**config.mk**
```make
export PLATFORM = sky130hd
export DESIGN_NAME = adc_result_port
export DESIGN_NICKNAME = d
export VERILOG_FILES = /design/src/rtl/adc_port_pkg.sv /design/src/rtl/adc_status_flag.sv /design/src/rtl/adc_byte_map.sv /design/src/rtl/adc_burst_seq.sv /design/src/rtl/adc_read_mux.sv /design/src/rtl/adc_result_port.sv
export SDC_FILE = /design/constraint.sdc
export NUM_CORES = 1
export LEC_CHECK = 0
export BUFFER_PORTS_ARGS = -buffer_cell sky130_fd_sc_hd__buf_2
export CAP_MARGIN = 10
export CORE_MARGIN = 5
export CORE_UTILIZATION = 25
export DETAILED_ROUTE_END_ITERATION = 16
export GPL_ROUTABILITY_DRIVEN = 0
export SETUP_SLACK_MARGIN = 0.5
export SLEW_MARGIN = 30
export SYNTH_ARGS = -nofsm -noshare
export SYNTH_HDL_FRONTEND = slang
export SYNTH_SLANG_ARGS = --single-unit
```
**constraint.sdc**
```tcl
create_clock -name clk -period 2.1 [get_ports clk]
set_input_delay 0.21 -clock clk [delete_from_list [all_inputs] [get_ports clk]]
set_output_delay 0.21 -clock clk [all_outputs]
set_load 0.01 [all_outputs]
```
**src/rtl/adc_port_pkg.sv**
```systemverilog
package adc_port_pkg;

   typedef enum logic [1:0] {
      SQ_IDLE = 2'd0,
      SQ_LOAD = 2'd1,
      SQ_GAP  = 2'd2
   } seq_state_t;

   // number of bytes needed for a given count width
   function automatic int byte_count(input int cnt_w);
      return (cnt_w > 14) ? 3 : 2;
   endfunction

   function automatic int idx_width(input int nb);
      return (nb > 2) ? 2 : 1;
   endfunction

endpackage

```
**src/rtl/adc_status_flag.sv**
```systemverilog
// Status flag registered on the falling clock edge: set by the
// start-of-integrate marker, cleared by the stored-result marker.
module adc_status_flag (
   input  logic clk,
   input  logic rst_n,
   input  logic set_i,
   input  logic clr_i,
   output logic flag_o
);

   always_ff @(negedge clk or negedge rst_n) begin
      if (!rst_n)
         flag_o <= 1'b0;
      else if (set_i)
         flag_o <= 1'b1;
      else if (clr_i)
         flag_o <= 1'b0;
   end

endmodule

```
**src/rtl/adc_byte_map.sv**
```systemverilog
// Splits the stored word into host bytes; the layout depends on count width.
module adc_byte_map #(
   parameter int CNT_W = 16,
   parameter int NB    = 3
) (
   input  logic [CNT_W-1:0]    cnt_i,
   input  logic                sign_i,
   input  logic                ovr_i,
   output logic [NB-1:0][7:0]  bytes_o
);

   generate
      if (CNT_W == 16 && NB == 3) begin : g_w16
         always_comb begin
            bytes_o[0] = cnt_i[7:0];
            bytes_o[1] = cnt_i[15:8];
            bytes_o[2] = {sign_i, ovr_i, 6'b000000};
         end
      end else if (CNT_W == 14 && NB == 2) begin : g_w14
         always_comb begin
            bytes_o[0] = cnt_i[7:0];
            bytes_o[1] = {sign_i, ovr_i, cnt_i[13:8]};
         end
      end else begin : g_bad
         $error("adc_byte_map: CNT_W must be 14 or 16 with matching NB");
         assign bytes_o = '0;
      end
   endgenerate

endmodule

```
**src/rtl/adc_burst_seq.sv**
```systemverilog
// Steps through the bytes of one burst under the load / acknowledge handshake.
module adc_burst_seq
   import adc_port_pkg::*;
#(
   parameter int NB = 3,
   localparam int IW = idx_width(NB)
) (
   input  logic          clk,
   input  logic          rst_n,
   input  logic          go_i,
   input  logic          ack_i,
   output logic          busy_o,
   output logic          load_o,
   output logic [IW-1:0] idx_o
);

   localparam logic [IW-1:0] LAST_IDX = IW'(NB - 1);

   seq_state_t state_q;
   logic [IW-1:0] idx_q;

   initial begin
      if (NB < 2 || NB > 3) $error("adc_burst_seq: NB must be 2 or 3");
   end

   always_ff @(posedge clk or negedge rst_n) begin
      if (!rst_n) begin
         state_q <= SQ_IDLE;
         idx_q   <= '0;
      end else begin
         unique case (state_q)
            SQ_IDLE: begin
               idx_q <= '0;
               if (go_i) state_q <= SQ_LOAD;
            end
            SQ_LOAD: begin
               if (ack_i) begin
                  if (idx_q == LAST_IDX) state_q <= SQ_IDLE;
                  else                   state_q <= SQ_GAP;
               end
            end
            SQ_GAP: begin
               idx_q   <= idx_q + 1'b1;
               state_q <= SQ_LOAD;
            end
            default: state_q <= SQ_IDLE;
         endcase
      end
   end

   assign busy_o = (state_q != SQ_IDLE);
   assign load_o = (state_q == SQ_LOAD);
   assign idx_o  = idx_q;

endmodule

```
**src/rtl/adc_read_mux.sv**
```systemverilog
// Chooses the byte for the output bus: the handshake byte during a burst,
// otherwise the byte selected by the direct-read enables (lowest wins).
module adc_read_mux
   import adc_port_pkg::*;
#(
   parameter int NB = 3,
   localparam int IW = idx_width(NB)
) (
   input  logic [NB-1:0][7:0] bytes_i,
   input  logic               busy_i,
   input  logic               load_i,
   input  logic [IW-1:0]      idx_i,
   input  logic               chip_en_i,
   input  logic               lo_en_i,
   input  logic               mid_en_i,
   input  logic               hi_en_i,
   output logic [7:0]         bus_o,
   output logic               drive_o
);

   logic mid_sel;

   generate
      if (NB == 3) begin : g_mid
         assign mid_sel = mid_en_i;
      end else begin : g_nomid
         assign mid_sel = 1'b0;
      end
   endgenerate

   always_comb begin
      bus_o   = 8'h00;
      drive_o = 1'b0;
      if (load_i) begin
         bus_o   = bytes_i[idx_i];
         drive_o = 1'b1;
      end else if (!busy_i && chip_en_i) begin
         if (lo_en_i) begin
            bus_o   = bytes_i[0];
            drive_o = 1'b1;
         end else if (mid_sel) begin
            bus_o   = bytes_i[1];
            drive_o = 1'b1;
         end else if (hi_en_i) begin
            bus_o   = bytes_i[NB-1];
            drive_o = 1'b1;
         end
      end
   end

endmodule

```
**src/rtl/adc_result_port.sv**
```systemverilog
module adc_result_port
   import adc_port_pkg::*;
#(
   parameter int CNT_W = 16,
   localparam int NB   = byte_count(CNT_W),
   localparam int IW   = idx_width(NB),
   localparam int WW   = CNT_W + 2
) (
   input  logic             clk,
   input  logic             rst_n,
   input  logic [CNT_W-1:0] count_in,
   input  logic             sign_in,
   input  logic             ovr_in,
   input  logic             integ_start,
   input  logic             result_ready,
   input  logic             mode_in,
   input  logic             chip_en,
   input  logic             lo_en,
   input  logic             mid_en,
   input  logic             hi_en,
   input  logic             send_ack,
   output logic             load_strobe,
   output logic [7:0]       bus_out,
   output logic             bus_drive,
   output logic             status_out
);

   initial begin
      if (CNT_W != 14 && CNT_W != 16) $error("adc_result_port: CNT_W must be 14 or 16");
   end

   logic [WW-1:0]      lat_q;      // {sign, over-range, count}
   logic               start_seen;
   logic               wr_seen;
   logic               mode_q;
   logic               busy;
   logic               store_en;
   logic               burst_go;
   logic [IW-1:0]      idx;
   logic [NB-1:0][7:0] bytes;

   assign store_en = result_ready & status_out & ~busy;
   assign burst_go = mode_in & (~mode_q | wr_seen);

   always_ff @(posedge clk or negedge rst_n) begin
      if (!rst_n) begin
         lat_q      <= '0;
         start_seen <= 1'b0;
         wr_seen    <= 1'b0;
         mode_q     <= 1'b0;
      end else begin
         start_seen <= integ_start;
         wr_seen    <= store_en;
         mode_q     <= mode_in;
         if (store_en) lat_q <= {sign_in, ovr_in, count_in};
      end
   end

   adc_status_flag i_status (
      .clk    (clk),
      .rst_n  (rst_n),
      .set_i  (start_seen),
      .clr_i  (wr_seen),
      .flag_o (status_out)
   );

   adc_byte_map #(.CNT_W(CNT_W), .NB(NB)) i_map (
      .cnt_i   (lat_q[CNT_W-1:0]),
      .sign_i  (lat_q[WW-1]),
      .ovr_i   (lat_q[WW-2]),
      .bytes_o (bytes)
   );

   adc_burst_seq #(.NB(NB)) i_seq (
      .clk    (clk),
      .rst_n  (rst_n),
      .go_i   (burst_go),
      .ack_i  (send_ack),
      .busy_o (busy),
      .load_o (load_strobe),
      .idx_o  (idx)
   );

   adc_read_mux #(.NB(NB)) i_mux (
      .bytes_i   (bytes),
      .busy_i    (busy),
      .load_i    (load_strobe),
      .idx_i     (idx),
      .chip_en_i (chip_en),
      .lo_en_i   (lo_en),
      .mid_en_i  (mid_en),
      .hi_en_i   (hi_en),
      .bus_o     (bus_out),
      .drive_o   (bus_drive)
   );

endmodule

```
==> results of run 1 <==
-- power by group --
group / switching (mW) / leakage, nW / internal [mW] / total [mW]
combinational: 0.512 / 0.471 / 0.742 / 1.25
clock: 0.156 / 0.0357 / 0.255 / 0.410
sequential: 0.231 / 0.306 / 0.725 / 0.956
total: 0.898 / 0.813 / 1.72 / 2.62
-- cell usage in the layout, fill, tap and decap left out, types with 2 or more instances in the layout --
cell type / count
o21ai_0: 4
mux2_4: 10
mux2i_1: 6
buf_2: 35
buf_4: 6
nand2b_1: 2
dfrtp_1: 22
dfrtp_2: 3
mux2_2: 8
inv_1: 5
or3b_4: 2
nor3b_1: 2
nand3b_1: 2
o22ai_2: 6
nand2_1: 4
buf_6: 5
a221o_2: 2
a221oi_2: 2
a21oi_1: 3
clkbuf_8: 3
a22oi_1: 6
-- per-layer routing --
layer	share of wire, %	vias up	GRT usage (%)
met5	0	-	0
met4	0.70	0	2.67
met3	5.5	4	1.78
met2	44	37	13.8
met1	50	485	12.6
li1	-	486	-
-- final cells by class --
cell class / count / area [um2]
Tap cell: 70 / 87.6
Clock inverter: 1 / 30.0
Timing Repair Buffer: 48 / 307
Multi-Input combinational cell: 70 / 683
Inverter: 5 / 18.8
Sequential cell: 26 / 654
Fill cell: 555 / 3320
Clock buffer: 3 / 41.3
-- logic make-up (layout without fill, tap and decap cells) --
family | Yosys count | after routing | synth area share, %
compound gates | 26 | 26 | 14.3
fa+ha+maj | 1 | 1 | 0.944
buf+inv | 10 | 57 | 4.72
flops | 26 | 26 | 49.1
mux | 24 | 24 | 22.4
simple gates | 18 | 19 | 8.59
-- timing repair --
| item | in CTS | in global routing |
|---|---|---|
| pin swaps | 1 | 5 |
| setup buffers | 2 | 4 |
| resized for setup | 20 | 3 |
| hold endpoints to repair | 25 | 0 |
| cloned | 1 | 0 |
| hold buffers | 1 | 0 |
| endpoints found under the setup margin | 30 | 30 |
-- worst max-delay path, stage by stage, from the launching register on --
cell	delay [ns]
dfrtn_1	0.42
nand2_2	0.06
nor3_4	0.14
buf_12	0.19
mux2_2	0.34
-- state kept, by name (all words and copies together) (netlist names) --
register,count
mode_q,1
start_seen,1
lat_q,18
i_seq.state_q,2
i_seq.idx_o,2
wr_seen,1
i_status.flag_o,1
-- path summary, 6_finish.rpt --
check / start / end / slack (ns) / depth (start not counted)
max in group asynchronous: rst_n / i_status.flag_o$_DFFE_NN0P_ / 0.78 / 2
min reg2reg: lat_q[6]$_DFFE_PN0P_ / lat_q[6]$_DFFE_PN0P_ / 0.52 / 1
min in group asynchronous: rst_n / lat_q[4]$_DFFE_PN0P_ / 0.50 / 3
min: integ_start / start_seen$_DFF_PN0_ / 0.04 / 1
max reg2reg: i_status.flag_o$_DFFE_NN0P_ / lat_q[6]$_DFFE_PN0P_ / -0.25 / 4
max: i_status.flag_o$_DFFE_NN0P_ / lat_q[6]$_DFFE_PN0P_ / -0.25 / 4
-- metrics by stage --
step / hold slack (ns) / cells
after global routing: 0.0309 / 223
after floorplan: -0.0856 / 105
after detailed placement: 0.287 / 211
after CTS: 0.0336 / 219
after global placement: 0.286 / 211
final: 0.0406 / 223
==> metrics.log, run 1 <==
INFO  metric ys.warnings.count = 0
INFO  metric detailroute.via_count = 1012
INFO  metric timing.setup.tns = -4.21 ns
INFO  metric syn_avg_cell_area = 12.6 um2
INFO  metric dieHeight = 82.8 um
INFO  metric post_drt_via_cell_ratio = 4.54
INFO  metric worst_slack = -0.252 ns
INFO  metric overflow = 0
INFO  metric nets = 183
INFO  metric grt_pass1_vias = 1048
INFO  metric failed_checks = setup timing
INFO  metric cts_tree = done
INFO  metric clockBufferDepth = 2
INFO  metric placement.io_buffers = 38
INFO  metric postSynthRegisterBits = 26
INFO  metric timing.clock.skew = 0.0147 ns
INFO  metric leading_cell_types_by_count_after_synthesis = dfrtp_1 (25), mux2_2 (9), mux2_4 (9)
INFO  metric post_route_cells_drive_above_1_share = 58.2%
INFO  metric synth.yosys.seq_area_share = 49.1%
INFO  metric power.static_leakage = 0.813 nW
INFO  metric dominantRegCellSynth = dfrtp_1
INFO  metric htreeDepth = 1
INFO  metric synth_nets = 134
INFO  metric final_cell_area = 0.00182 mm2
INFO  metric cts_inserted_buffers = 3
INFO  metric cp-start-kind = flop
INFO  metric syn_inst = 105
INFO  metric timing.critical_path.arrival = 2.51 ns
INFO  metric slew_headroom = 72.2%
INFO  metric worstHoldPathType = primary input to flop
INFO  metric postLayoutCoreUtil = 35.4%
INFO  metric ant_nets = 0
INFO  metric core_area = 0.00514 mm2
INFO  metric worst_skew_pair.late_latency = 0.28 ns
INFO  metric drt_drc_violations_left = 0
INFO  metric yosys.area.top_type = dfrtp_1
INFO  metric synth_edf_count = 0
INFO  metric cp_max_fo = 19
INFO  metric synthDominantCellAreaShare = 47.2%
INFO  metric cts.sink_count = 26
INFO  metric powerDensity = 1440 mW/mm2
INFO  metric dpl_cell_area = 0.00160 mm2
INFO  metric flow.area_growth_from_synthesis = 37.5%
INFO  metric grt_start_max_net_pins = 26
INFO  metric worst_ir_drop_vdd = 0.000598 V
INFO  metric grt_pass1_wl = 5.17 mm
INFO  metric setup_viol = 19
INFO  metric run_status = finished with violations
INFO  metric standard_cell_rows = 26
INFO  metric netlist_area = 0.00133 mm2
INFO  metric critical_path_required = 2.26 ns
INFO  metric initial_antenna_violation_count = 0
INFO  metric netlist_top_cells_area = dfrtp_1 (47%), mux2_4 (10%), mux2_2 (7.6%), mux2i_1 (4.5%), a22oi_1 (3.4%)
INFO  metric io-pin-count = 39
INFO  metric globalRouteTotalUtil = 8.93%
INFO  metric setup_repair_after_global_routing_missed_its_margin = yes
INFO  metric die_w = 82.8 um
INFO  metric synthMostInstantiatedCell = dfrtp_1
INFO  metric worst_setup_hold_path_clk_slew = 0.09 ns
INFO  metric synth_cell_types = 28
INFO  metric worst-slew-pin-transition = 0.416 ns
INFO  metric wl = 3.13 mm
INFO  metric floorplan.initialDensity = 25.8%
INFO  metric antenna-diode-count = 0
INFO  metric hpwlAfterDp = 2.22 mm
INFO  metric pre_cts_slack = -0.230 ns
INFO  metric post_drt_wl_per_cell = 14.0 um
INFO  metric drt_iter0_markers = 29
INFO  metric maxCapViolations = 0
INFO  metric finalHoldViolCount = 0
INFO  metric dr.pass1.iters = 4
INFO  metric die_area = 0.00686 mm2
INFO  metric final-max-slew-violation-count = 0
INFO  metric cts_root_buf = clkbuf_8
INFO  metric finalPower = 2.62 mW
INFO  metric synth_async_sr_flop_share = 100%
INFO  metric worst_setup_path_end_kind = flop
INFO  metric timing.setup.critical_path_class = flop to flop
Power figures use the tool's default switching activity.
==> run 2: changes to the inputs <==
--- a/config.mk
+++ b/config.mk
@@ -14,2 +14,3 @@
 export SETUP_SLACK_MARGIN = 0.5
+export SKIP_LAST_GASP = 1
 export SLEW_MARGIN = 30
==> constraint.sdc (replaced) <==
create_clock -name clk -period 2.1 [get_ports clk]
set_input_delay 0.42 -clock clk [delete_from_list [all_inputs] [get_ports clk]]
set_output_delay 0.42 -clock clk [all_outputs]
set_load 0.01 [all_outputs]
==> run 2 against run 1 <==
The flow still finishes with violations (setup timing); critical path type unchanged; flip-flop and latch count unchanged; non-clock buffer count is 1 lower; setup slack worse by 0.050 ns.
==> metrics.log, run 2 (synthesis results as in run 1) <==
INFO  metric cts-hold-fix-buffers = 0
INFO  metric max_flop_register = lat_q
INFO  metric clockBufferDepth = 2
INFO  metric placement.io_buffers = 38
INFO  metric power.static_leakage = 0.806 nW
INFO  metric worst_setup_path_end_kind = flop
INFO  metric timing.critical_path.arrival = 2.56 ns
INFO  metric pwr-share-clk = 15.7%
INFO  metric critical_path_required = 2.26 ns
INFO  metric worst_slack = -0.302 ns
INFO  metric maxCapViolations = 0
INFO  metric worst-slew-pin-transition = 0.400 ns
INFO  metric cp-start-kind = flop
INFO  metric fillers = 552
INFO  metric run_status = finished with violations
INFO  metric antenna-diode-count = 0
INFO  metric layout_commonest_cell = buf_2
INFO  metric io-pin-count = 39
INFO  metric place_inst = 215
INFO  metric hpwlAfterDp = 2.35 mm
INFO  metric total_switching_power = 0.905 mW
INFO  metric r2r_end = lat_q[17]$_DFFE_PN0P_
INFO  metric cts_inserted_buffers = 3
INFO  metric finalHoldViolCount = 0
INFO  metric timing.rr.start = i_status.flag_o$_DFFE_NN0P_
INFO  metric dieHeight = 82.8 um
INFO  metric worstHoldPathType = primary input to async pin
INFO  metric globalRouteTotalUtil = 9.28%
INFO  metric fin_worst_hold_slack = 0.176 ns
INFO  metric flip_flop_count_of_the_largest_register_after_layout = 18
INFO  metric wl = 3.08 mm
INFO  metric drt_iter0_markers = 37
INFO  metric powerDensity = 1450 mW/mm2
INFO  metric worstRegToRegCells = 4
INFO  metric standard_cell_rows = 26
INFO  metric overflow = 0
INFO  metric worst_setup_hold_path_clk_slew = 0.09 ns
INFO  metric grt_pass1_vias = 1075
INFO  metric setup_repair_after_global_routing_missed_its_margin = yes
INFO  metric initial_antenna_violation_count = 0
INFO  metric cts_root_buf = clkbuf_8
INFO  metric timing.clock.skew = 0.0139 ns
INFO  metric die_w = 82.8 um
INFO  metric setup_viol = 19
INFO  metric grt_pass1_wl = 5.30 mm
INFO  metric detailroute.via_count = 978
INFO  metric core_area = 0.00514 mm2
INFO  metric grt_start_max_net_pins = 26
INFO  metric cts.sink_count = 26
INFO  metric seqPwrFrac = 34.7%
INFO  metric floorplan.initialDensity = 25.8%
INFO  metric timing.setup.critical_path_class = flop to flop
INFO  metric worst_ir_drop_vdd = 0.000513 V
INFO  metric power_frac_comb = 49.6%
INFO  metric finalPower = 2.62 mW
INFO  metric die_area = 0.00686 mm2
INFO  metric post_drt_via_cell_ratio = 4.43
INFO  metric post_layout_nonfiller_instances = 221
INFO  metric failed_checks = setup timing
INFO  metric post_drt_wl_per_cell = 13.9 um
INFO  metric dr.pass1.iters = 4
INFO  metric worst-r2r-setup-slack = -0.30 ns
INFO  metric post_route_cells_drive_above_1_share = 57.0%
INFO  metric worst_skew_pair.late_latency = 0.28 ns
INFO  metric htreeDepth = 1
INFO  metric cts_tree = done
INFO  metric cp_max_fo = 19
INFO  metric final_cell_mix = buf_2 (34), dfrtp_1 (24), mux2_4 (9), mux2_2 (9), buf_6 (7)
INFO  metric drt_drc_violations_left = 0
INFO  metric area_occupied_by_multi_input_gates = 676 um2
INFO  metric swShare = 34.5%
INFO  metric slew_headroom = 73.3%
INFO  metric final-seq-area = 652 um2
INFO  metric flow.area_growth_from_synthesis = 36.7%
INFO  metric internal_power = 1.72 mW
INFO  metric nets = 181
INFO  metric final-max-slew-violation-count = 0
INFO  metric ant_nets = 0
## run 2: worst max path at each step
stage                                      startpoint               endpoint  slack [ns]  cells after the start
after floorplan           i_status.flag_o$_DFFE_NN0P_  lat_q[10]$_DFFE_PN0P_       -0.45                      4
after global placement    i_status.flag_o$_DFFE_NN0P_   lat_q[4]$_DFFE_PN0P_       -0.22                      4
after detailed placement  i_status.flag_o$_DFFE_NN0P_   lat_q[7]$_DFFE_PN0P_       -0.26                      4
after CTS                 i_status.flag_o$_DFFE_NN0P_             status_out       -0.30                      2
after global routing      i_status.flag_o$_DFFE_NN0P_  lat_q[17]$_DFFE_PN0P_       -0.34                      4
final                     i_status.flag_o$_DFFE_NN0P_  lat_q[17]$_DFFE_PN0P_       -0.30                      4
## run 2: stage by stage
| step | TNS (ns) | setup slack [ns] | util [%] | cell area (um2) |
|---|---|---|---|---|
| 6_report | -5.27 | -0.302 | 35.2 | 1810 |
| 5_1_grt | -6.01 | -0.341 | 35.2 | 1810 |
| 2_1_floorplan | -7.15 | -0.446 | - | 1380 |
| 3_5_place_dp | -4.36 | -0.262 | 32.6 | 1670 |
| 3_3_place_gp | -3.65 | -0.220 | 32.6 | 1670 |
| 4_1_cts | -5.11 | -0.300 | 34.2 | 1760 |
## run 2: power groups by stage
stage / Combinational [mW] / Sequential [mW] / Clock (mW)
after floorplan: 0.873 / 0.873 / 0
after global placement: 1.17 / 0.910 / 0
after detailed placement: 1.18 / 0.918 / 0
after CTS: 1.20 / 0.909 / 0.426
after global routing: 1.42 / 0.945 / 0.445
final: 1.30 / 0.910 / 0.412
## run 2: area by class of cell
class	instances	area share (%)
clock buffer	3	2.28
multi-input combinational	69	37.3
timing repair buffer	47	16.9
sequential	26	36.0
clock inverter	1	1.66
inverter	5	1.04
tap	70	4.83
## run 2: routing by layer
layer / track usage (%) / routed length (um)
met1: 12.6 / 1460
met2: 14.1 / 1400
met3: 2.57 / 178
met4: 3.12 / 32
met5: 0 / 0
## run 2: critical path: stages (launching register included)
cell and delay (ns):
dfrtn_1 0.45, nand2_2 0.07, nor3_4 0.15, buf_12 0.20, mux2_2 0.35
## run 2: what timing repair did
item                       4_1_cts  5_1_grt
setup endpoints to repair       30       31
buffers inserted                 0        2
gates resized for setup          4        8
pin swaps                        0        8
